<file path="src/rtl/i2c_wr_master.sv">
module i2c_wr_master #(
  parameter int QDIV = 250,
  parameter int LENW = 4
) (
  input  logic            clk,
  input  logic            rst_n,
  input  logic            start,
  input  logic [6:0]      slave_addr,
  input  logic [15:0]     reg_addr,
  input  logic            addr16,
  input  logic            burst,
  input  logic [LENW-1:0] burst_len,
  input  logic [7:0]      wr_data,
  input  logic            data_valid,
  output logic            data_req,
  input  logic            sda_in,
  output logic            scl,
  output logic            sda_oe,
  output logic            busy,
  output logic            done,
  output logic            nack_err
);
  localparam int QW = (QDIV > 1) ? $clog2(QDIV) : 1;

  typedef enum logic [2:0] {S_IDLE, S_STRT, S_BITS, S_WAIT, S_STOP} st_t;
  typedef enum logic [1:0] {P_DEV, P_HI, P_LO, P_DAT} ph_t;

  st_t             st;
  ph_t             ph;
  logic [QW-1:0]   qcnt;
  logic [1:0]      q;
  logic [3:0]      bitn;
  logic [7:0]      shreg;
  logic [15:0]     regq;
  logic            a16;
  logic [LENW-1:0] left;
  logic            ackbad;

  wire tick = (qcnt == QW'(QDIV - 1));

  always_ff @(posedge clk or negedge rst_n) begin
    if (!rst_n) begin
      st <= S_IDLE; ph <= P_DEV; qcnt <= '0; q <= '0; bitn <= '0;
      shreg <= '0; regq <= '0; a16 <= 1'b0; left <= '0; ackbad <= 1'b0;
      done <= 1'b0; nack_err <= 1'b0;
    end else begin
      done <= 1'b0;
      case (st)
        S_IDLE: if (start) begin
          st <= S_STRT; ph <= P_DEV; qcnt <= '0; q <= '0; bitn <= '0;
          shreg <= {slave_addr, 1'b0};
          regq <= reg_addr; a16 <= addr16; nack_err <= 1'b0;
          left <= (burst && burst_len != '0) ? burst_len : LENW'(1);
        end
        S_WAIT: if (data_valid) begin
          shreg <= wr_data;
          st <= S_BITS;
        end
        default: if (!tick) qcnt <= qcnt + 1'b1;
        else begin
          qcnt <= '0;
          q <= q + 2'd1;
          if (st == S_BITS && bitn == 4'd8 && q == 2'd2) ackbad <= sda_in;
          if (q == 2'd3) begin
            case (st)
              S_STRT: st <= S_BITS;
              S_STOP: begin st <= S_IDLE; done <= 1'b1; end
              default: if (bitn != 4'd8) begin
                bitn <= bitn + 4'd1;
                shreg <= {shreg[6:0], 1'b0};
              end else begin
                bitn <= '0;
                if (ackbad) begin
                  nack_err <= 1'b1;
                  st <= S_STOP;
                end else case (ph)
                  P_DEV: if (a16) begin ph <= P_HI; shreg <= regq[15:8]; end
                         else begin ph <= P_LO; shreg <= regq[7:0]; end
                  P_HI:  begin ph <= P_LO; shreg <= regq[7:0]; end
                  P_LO:  begin ph <= P_DAT; st <= S_WAIT; end
                  default: if (left == LENW'(1)) st <= S_STOP;
                           else begin left <= left - 1'b1; st <= S_WAIT; end
                endcase
              end
            endcase
          end
        end
      endcase
    end
  end

  assign scl      = (st == S_IDLE) || (st == S_STRT) || ((st == S_BITS || st == S_STOP) && q[1]);
  assign sda_oe   = (st == S_STRT && q[1]) ||
                    (st == S_BITS && bitn != 4'd8 && !shreg[7]) ||
                    (st == S_STOP && q != 2'd3);
  assign busy     = (st != S_IDLE);
  assign data_req = (st == S_WAIT);
endmodule


</file>
<file path="config.mk">
export PLATFORM = sky130hd
export DESIGN_NAME = i2c_wr_master
export DESIGN_NICKNAME = d
export VERILOG_FILES = /design/src/rtl/i2c_wr_master.sv
export SDC_FILE = /design/constraint.sdc
export NUM_CORES = 1
export LEC_CHECK = 0
export ABC_AREA = 1
export BUFFER_PORTS_ARGS = -buffer_cell sky130_fd_sc_hd__buf_2
export CORE_MARGIN = 10
export CORE_UTILIZATION = 55
export CTS_CLUSTER_DIAMETER = 150
export CTS_CLUSTER_SIZE = 16
export DETAILED_ROUTE_END_ITERATION = 10
export GPL_TIMING_DRIVEN = 0
export PLACE_DENSITY = 0.86
export RECOVER_POWER = 25
export SETUP_SLACK_MARGIN = 0.2
export SYNTH_ARGS = -nofsm -noshare
export SYNTH_HDL_FRONTEND = slang
export SYNTH_SLANG_ARGS = --single-unit
export TNS_END_PERCENT = 20
</file>
<file path="constraint.sdc">
create_clock -name clk -period 2.7 [get_ports clk]
set_input_delay 0.54 -clock clk [delete_from_list [all_inputs] [get_ports clk]]
set_output_delay 0.54 -clock clk [all_outputs]
set_load 0.02 [all_outputs]
</file>
==> impl_metrics.env, run 1 <==
export IMPL_synth_fa_ha_area_share_pct=4.98
export IMPL_synth_edf_count=0
export IMPL_drive_above_1_share_pct=16.5
export IMPL_reg2reg_from="bitn[0]"
export IMPL_finalSetupTns_ps=0
export IMPL_ys_seq_area_share_pct=42.4
export IMPL_seq_area_sq_mm=0.00128
export IMPL_finClkSkew_ps=9.26
export IMPL_fin_crit_ps=2390
export IMPL_multiInputGateArea_sq_mm=0.00153
export IMPL_routedWlPerCell_um=13.1
export IMPL_crit_required_ps=2160
export IMPL_grt_util_met2_pct=29.9
export IMPL_synth_nets=482
export IMPL_dieWidth_um=94.0
export IMPL_vias=2886
export IMPL_port_buffer_count=47
export IMPL_die_area_sq_mm=0.00884
export IMPL_max_freq_mhz=418
export IMPL_insertedDiodeCount=0
export IMPL_track_usage_pct=17.4
export IMPL_hold_class="input pin to register"
export IMPL_synth_simple_area_share_pct=35.3
export IMPL_clockBufferDepth=2
export IMPL_synth_cell_types=29
export IMPL_grt_pass1_wl_um=12700
export IMPL_ys_seq_elements=51
export IMPL_synth_top_cell_area_share_pct=42.4
export IMPL_power_density_mw_per_mm2=384
export IMPL_wl_um=7250
export IMPL_hold_start="reg_addr[1]"
export IMPL_grt_pass1_vias=2951
export IMPL_post_synth_top_count_cell="nand2_1"
export IMPL_viasPerCell=5.20
export IMPL_drc_errors=0
export IMPL_max_slew_margin_rel_pct=17.5
export IMPL_boundaryPins=48
export IMPL_coreArea_sq_mm=0.00520
export IMPL_synth_area_per_cell_sq_um=7.04
export IMPL_arrival_ps=1850
export IMPL_hold_viol_final=0
export IMPL_fill_cells=452
export IMPL_worstSkewPairLatency_ps=320
export IMPL_overflow=0
export IMPL_synthTopCellsByCount="182 x nand2_1, 51 x dfrtp_1, 42 x inv_1, 34 x o21ai_0, 27 x nor2_1"
export IMPL_grt_antenna_before_repair=0
export IMPL_htree_levels=2
export IMPL_yosys_warnings=0
export IMPL_rows=26
export IMPL_setup_viol=0
export IMPL_gp_congestion=0.889
export IMPL_drtIter0Drc=217
export IMPL_rr_worst_depth=12
export IMPL_min_path_cells=3
export IMPL_critical_path_class="register to output pin"
export IMPL_synth_top_flop_cell="dfrtp_1"
export IMPL_netlist_instances=428
export IMPL_synth_top_family_by_area="simple AND/OR/NAND/NOR gates"
export IMPL_area_growth_pct=14.6
export IMPL_post_route_period_util_pct=88.6
export IMPL_synth_compound_area_share_pct=9.30
export IMPL_met3_usage_pct=4.48
export IMPL_r2r_end="ph[1]"
export IMPL_syn_cell_area_sq_mm=0.00301
export IMPL_die_y_um=94.0
export IMPL_postRouteAntennaNets=0
export IMPL_synthXorXnorAreaFrac_pct=1.16
export IMPL_nNetsFinal=538
export IMPL_post_synth_mux_area_share_pct=0
export IMPL_start_util_pct=57.9
export IMPL_grtUsageMet1_pct=20.9
export IMPL_gr_max_usage_layer="met2"
export IMPL_drv_cap=0
export IMPL_timing_final_max_slew_violations=0
export IMPL_worst_slew_pin_slew_ps=1240
export IMPL_numCtsBuffers=5
export IMPL_leakagePower_nw=1.90
export IMPL_worstPathMaxFanout=10
export IMPL_dr_pass1_iters=4
export IMPL_cts_tree="done"
export IMPL_status="completed"
export IMPL_grt_setup_unrepaired="no"
export IMPL_yosys_top_cells_area="dfrtp_1 42%, nand2_1 23%, o21ai_0 5.6%"
export IMPL_grt_max_degree=52
export IMPL_clk_pin_slew_ps=100
export IMPL_worst_hold_path_endpoint="regq[1]"
export IMPL_clock_root_buffer="clkbuf_8"
export IMPL_clock_sinks=51
export IMPL_cp_end_kind="output pin"
export IMPL_async_flop_share_pct=100
export IMPL_hold_ws_ps=414
export IMPL_r2r_slack_ps=770
export IMPL_vdd_ir_drop_worst_mv=0.242
export IMPL_worstSetupStartpointType="register"
export IMPL_post_dp_hpwl_um=5460
export IMPL_synth_area_leader_cell="dfrtp_1"
-- per-layer routing --
| metal | wire length [um] | vias up | share of wire [%] |
|---|---|---|---|
| met5 | 0 | - | 0 |
| met4 | 87 | 0 | 1.2 |
| met3 | 470 | 12 | 6.5 |
| met2 | 3380 | 94 | 47 |
| met1 | 3310 | 1322 | 46 |
| li1 | - | 1458 | - |
-- cell type report --
| cell class | count | share of cell area [%] |
|---|---|---|
| Inverter | 48 | 5.22 |
| Clock buffer | 5 | 1.99 |
| Timing Repair Buffer | 49 | 7.25 |
| Clock inverter | 3 | 0.652 |
| Multi-Input combinational cell | 323 | 44.4 |
| Buffer | 6 | 1.01 |
| Tap cell | 70 | 2.54 |
| Sequential cell | 51 | 37.0 |
-- power by group --
group | leakage, nW | switching [mW] | total, mW | internal, mW
Clock | 0.0489 | 0.280 | 0.468 | 0.188
Combinational | 1.21 | 0.0416 | 0.0727 | 0.0311
Sequential | 0.645 | 0.00775 | 0.785 | 0.778
Total | 1.90 | 0.329 | 1.33 | 0.997
-- how the worst max path moves through the flow --
stage | start | end | slack [ps] | cells after the start
finish | bitn[0] | sda_oe | 310 | 9
global route | bitn[1] | sda_oe | 190 | 9
CTS | bitn[0] | sda_oe | 300 | 9
detailed placement | bitn[0] | sda_oe | 330 | 9
global placement | bitn[0] | sda_oe | 340 | 9
floorplan | bitn[0] | sda_oe | 700 | 8
-- registers in the layout, indices dropped and copies added, names as in the netlist --
| name | count |
|---|---|
| q | 2 |
| regq | 16 |
| shreg | 8 |
| bitn | 4 |
| ackbad | 1 |
| a16 | 1 |
| done | 1 |
| qcnt | 8 |
| ph | 2 |
| left | 4 |
| st | 3 |
| nack_err | 1 |
-- cells in the final DEF, fill, tap and decap left out, drive strengths merged, types with 9 or more instances in the layout --
cell type / synthesis / routed
nand2: 190 / 190
buf: 5 / 53
dfrtp: 51 / 51
inv: 47 / 49
o21ai: 34 / 34
nor2: 31 / 31
nand3: 18 / 18
ha: 12 / 12
a21oi: 9 / 9
-- worst max-delay path, stage by stage (launching register included) --
cell and delay [ps]:
dfrtp_1 430, inv_1 80, ha_1 150, nand2_1 90
nor2_4 140, buf_6 160, nor2_1 60, a22oi_1 130
o21ai_0 130, buf_2 180
-- stage by stage --
step | area, sq um | setup slack [ps] | utilization [%] | total power, mW | cells
after CTS | 3440 | 295 | 66.1 | 1.33 | 554
after floorplan | 3010 | 701 | - | 0.821 | 428
after global routing | 3450 | 194 | 66.3 | 1.37 | 555
final | 3450 | 307 | 66.3 | 1.33 | 555
after detailed placement | 3340 | 325 | 64.1 | 0.875 | 545
after global placement | 3340 | 342 | 64.1 | 0.872 | 545
-- kinds of logic (layout without fill, tap and decap cells) --
kind of cell	count (synthesis)	count (layout)
adders and majority gates	12	12
buffers and inverters	54	111
DFF	51	51
xor gates and xnor gates	4	4
AOI/OAI and AO/OA	52	52
and+or+nand+nor	255	255
-- what timing repair did --
item	in CTS	in global routing
pin swaps	1	0
setup endpoints to repair	1	1
hold endpoints to repair	0	0
resized for setup	2	1
hold buffers	0	0
buffers inserted	1	1
(Power assumes the default switching activity.)
==> inputs of run 2 (changes only) <==
--- a/config.mk
+++ b/config.mk
@@ -7,6 +7,8 @@
 export LEC_CHECK = 0
 export ABC_AREA = 1
 export BUFFER_PORTS_ARGS = -buffer_cell sky130_fd_sc_hd__buf_2
+export CAP_MARGIN = 10
+export CORE_ASPECT_RATIO = 1.2
 export CORE_MARGIN = 10
 export CORE_UTILIZATION = 55
 export CTS_CLUSTER_DIAMETER = 150
==> run 2 against run 1 <==
Compared with the run above:
- sequential cell count did not move
- utilization fell by 0.29 points
- sequential share of layout area fell by 0.49 points
- final cell count fell by 1.1%
- register-to-register slack improved by 30 ps
- clock-buffer cell count did not move
- clock skew fell by 4.6 ps
- design area rose by 1.3%
- fmax rose by 0.21%
- via count rose by 1.6%
- critical endpoint unchanged
==> impl_metrics.env, run 2 (synthesis results as in run 1) <==
export IMPL_power_density_mw_per_mm2=425
export IMPL_finClkSkew_ps=4.71
export IMPL_multiInputGateArea_sq_mm=0.00153
export IMPL_hold_buffers=0
export IMPL_gp_congestion=0.930
export IMPL_clock_sinks=51
export IMPL_die_area_sq_mm=0.00885
export IMPL_vias=2932
export IMPL_max_stage_delay_ps=420
export IMPL_finalSetupTns_ps=0
export IMPL_htree_levels=2
export IMPL_rows=29
export IMPL_fin_crit_ps=2390
export IMPL_hold_class="input pin to async pin"
export IMPL_placed_cells=537
export IMPL_area_growth_pct=16.2
export IMPL_largest_reg_flops=16
export IMPL_crit_path_cell_trace="inv_1 -> ha_1 -> nand2_1 -> nor2_4 -> buf_6 -> nor2_1 -> a22oi_1 -> o21ai_0 -> buf_2"
export IMPL_status="completed"
export IMPL_crit_required_ps=2160
export IMPL_drv_cap=0
export IMPL_dr_pass1_iters=5
export IMPL_vdd_ir_drop_worst_mv=0.277
export IMPL_port_buffer_count=47
export IMPL_worstSkewPairLatency_ps=300
export IMPL_r2r_end="ph[1]"
export IMPL_dieWidth_um=87.6
export IMPL_final_common_cell="nand2_1"
export IMPL_max_slew_margin_rel_pct=23.7
export IMPL_viasPerCell=5.34
export IMPL_routedWlPerCell_um=13.5
export IMPL_leakagePower_nw=1.92
export IMPL_track_usage_pct=17.1
export IMPL_rr_worst_depth=12
export IMPL_overflow=0
export IMPL_seq_area_sq_mm=0.00128
export IMPL_most_common_layout_cells="182 x nand2_1, 51 x dfrtp_1, 50 x buf_2"
export IMPL_clk_pin_slew_ps=90
export IMPL_cp_slowest_cell="dfrtp_1"
export IMPL_drive_above_1_share_pct=16.6
export IMPL_fill_cells=453
export IMPL_worstPathMaxFanout=10
export IMPL_critical_path_class="register to output pin"
export IMPL_place_area_sq_mm=0.00333
export IMPL_numCtsBuffers=5
export IMPL_hold_ws_ps=427
export IMPL_postRouteAntennaNets=0
export IMPL_worst_slew_pin_slew_ps=1140
export IMPL_nNetsFinal=540
export IMPL_wl_um=7400
export IMPL_grt_max_degree=52
export IMPL_arrival_ps=1850
export IMPL_post_dp_hpwl_um=5410
export IMPL_layoutNonFillerInstCount=549
export IMPL_coreArea_sq_mm=0.00530
export IMPL_grt_pass1_wl_um=12500
export IMPL_die_y_um=101
export IMPL_clock_root_buffer="clkbuf_8"
export IMPL_clockBufferDepth=2
export IMPL_grt_antenna_before_repair=0
export IMPL_drc_errors=0
export IMPL_drtIter0Drc=281
export IMPL_grt_setup_unrepaired="no"
export IMPL_design_area_sq_mm=0.00350
export IMPL_top_register="regq"
export IMPL_boundaryPins=48
export IMPL_max_freq_mhz=419
export IMPL_utilization_pct=66.1
export IMPL_grt_pass1_vias=2943
export IMPL_start_util_pct=56.9
export IMPL_post_route_period_util_pct=88.4
export IMPL_reg_largest_list="regq (16), qcnt (8), shreg (8)"
export IMPL_cp_end_kind="output pin"
export IMPL_insertedDiodeCount=0
export IMPL_reg2reg_from="bitn[0]"
export IMPL_timing_final_max_slew_violations=0
export IMPL_setup_viol=0
export IMPL_r2r_slack_ps=800
export IMPL_cts_tree="done"
export IMPL_worstSetupStartpointType="register"
export IMPL_hold_viol_final=0
-- run 2: metrics by stage --
step           power, mW  worst slack [ps]
6_report            1.49               312
5_1_grt             1.54               224
4_1_cts             1.49               280
3_5_place_dp       0.875               363
3_3_place_gp       0.872               395
2_1_floorplan      0.821               701
-- run 2: worst max path at each step --
| stage | start | to | slack, ps | depth (start not counted) |
|---|---|---|---|---|
| 2_1_floorplan | bitn[0] | sda_oe | 700 | 8 |
| 3_3_place_gp | bitn[0] | sda_oe | 400 | 9 |
| 3_5_place_dp | bitn[0] | sda_oe | 360 | 9 |
| 4_1_cts | bitn[0] | sda_oe | 280 | 9 |
| 5_1_grt | bitn[0] | sda_oe | 220 | 9 |
| 6_report | bitn[0] | sda_oe | 310 | 9 |
-- run 2: per-layer routing --
metal  track usage (%)  wire, um  vias up
li1                  -         -     1463
met1              20.3      3120     1324
met2              28.6      3550      128
met3              4.85       606       17
met4              5.77       123        0
met5                 0         0        -
-- run 2: area by class of cell --
cell class                 count  share of cell area [%]
buffer                         6                    1.00
clock buffer                   5                    1.97
clock inverter                 3                    1.93
inverter                      48                    5.15
multi-input combinational    323                    43.8
sequential                    51                    36.5
tap                           62                    2.22
timing repair buffer          51                    7.47
-- run 2: where the power goes --
part / internal, mW / switching (mW) / leakage, nW
registers: 0.777 / 0.00744 / 0.645
clock network: 0.369 / 0.260 / 0.0644
logic: 0.0315 / 0.0430 / 1.21
-- run 2: critical path, delay by kind of cell, from the launching register on --
family / cells / cell delay (ps)
buffers and inverters: 3 / 410
adders and majority gates: 1 / 140
AOI/OAI and AO/OA: 2 / 270
DFF: 1 / 420
and+or+nand+nor: 3 / 290
-- run 2: timing repair --
item | in CTS | in global routing
pin swaps | 1 | 0
buffers inserted | 1 | 2
resized for setup | 2 | 1
setup endpoints to repair | 1 | 1
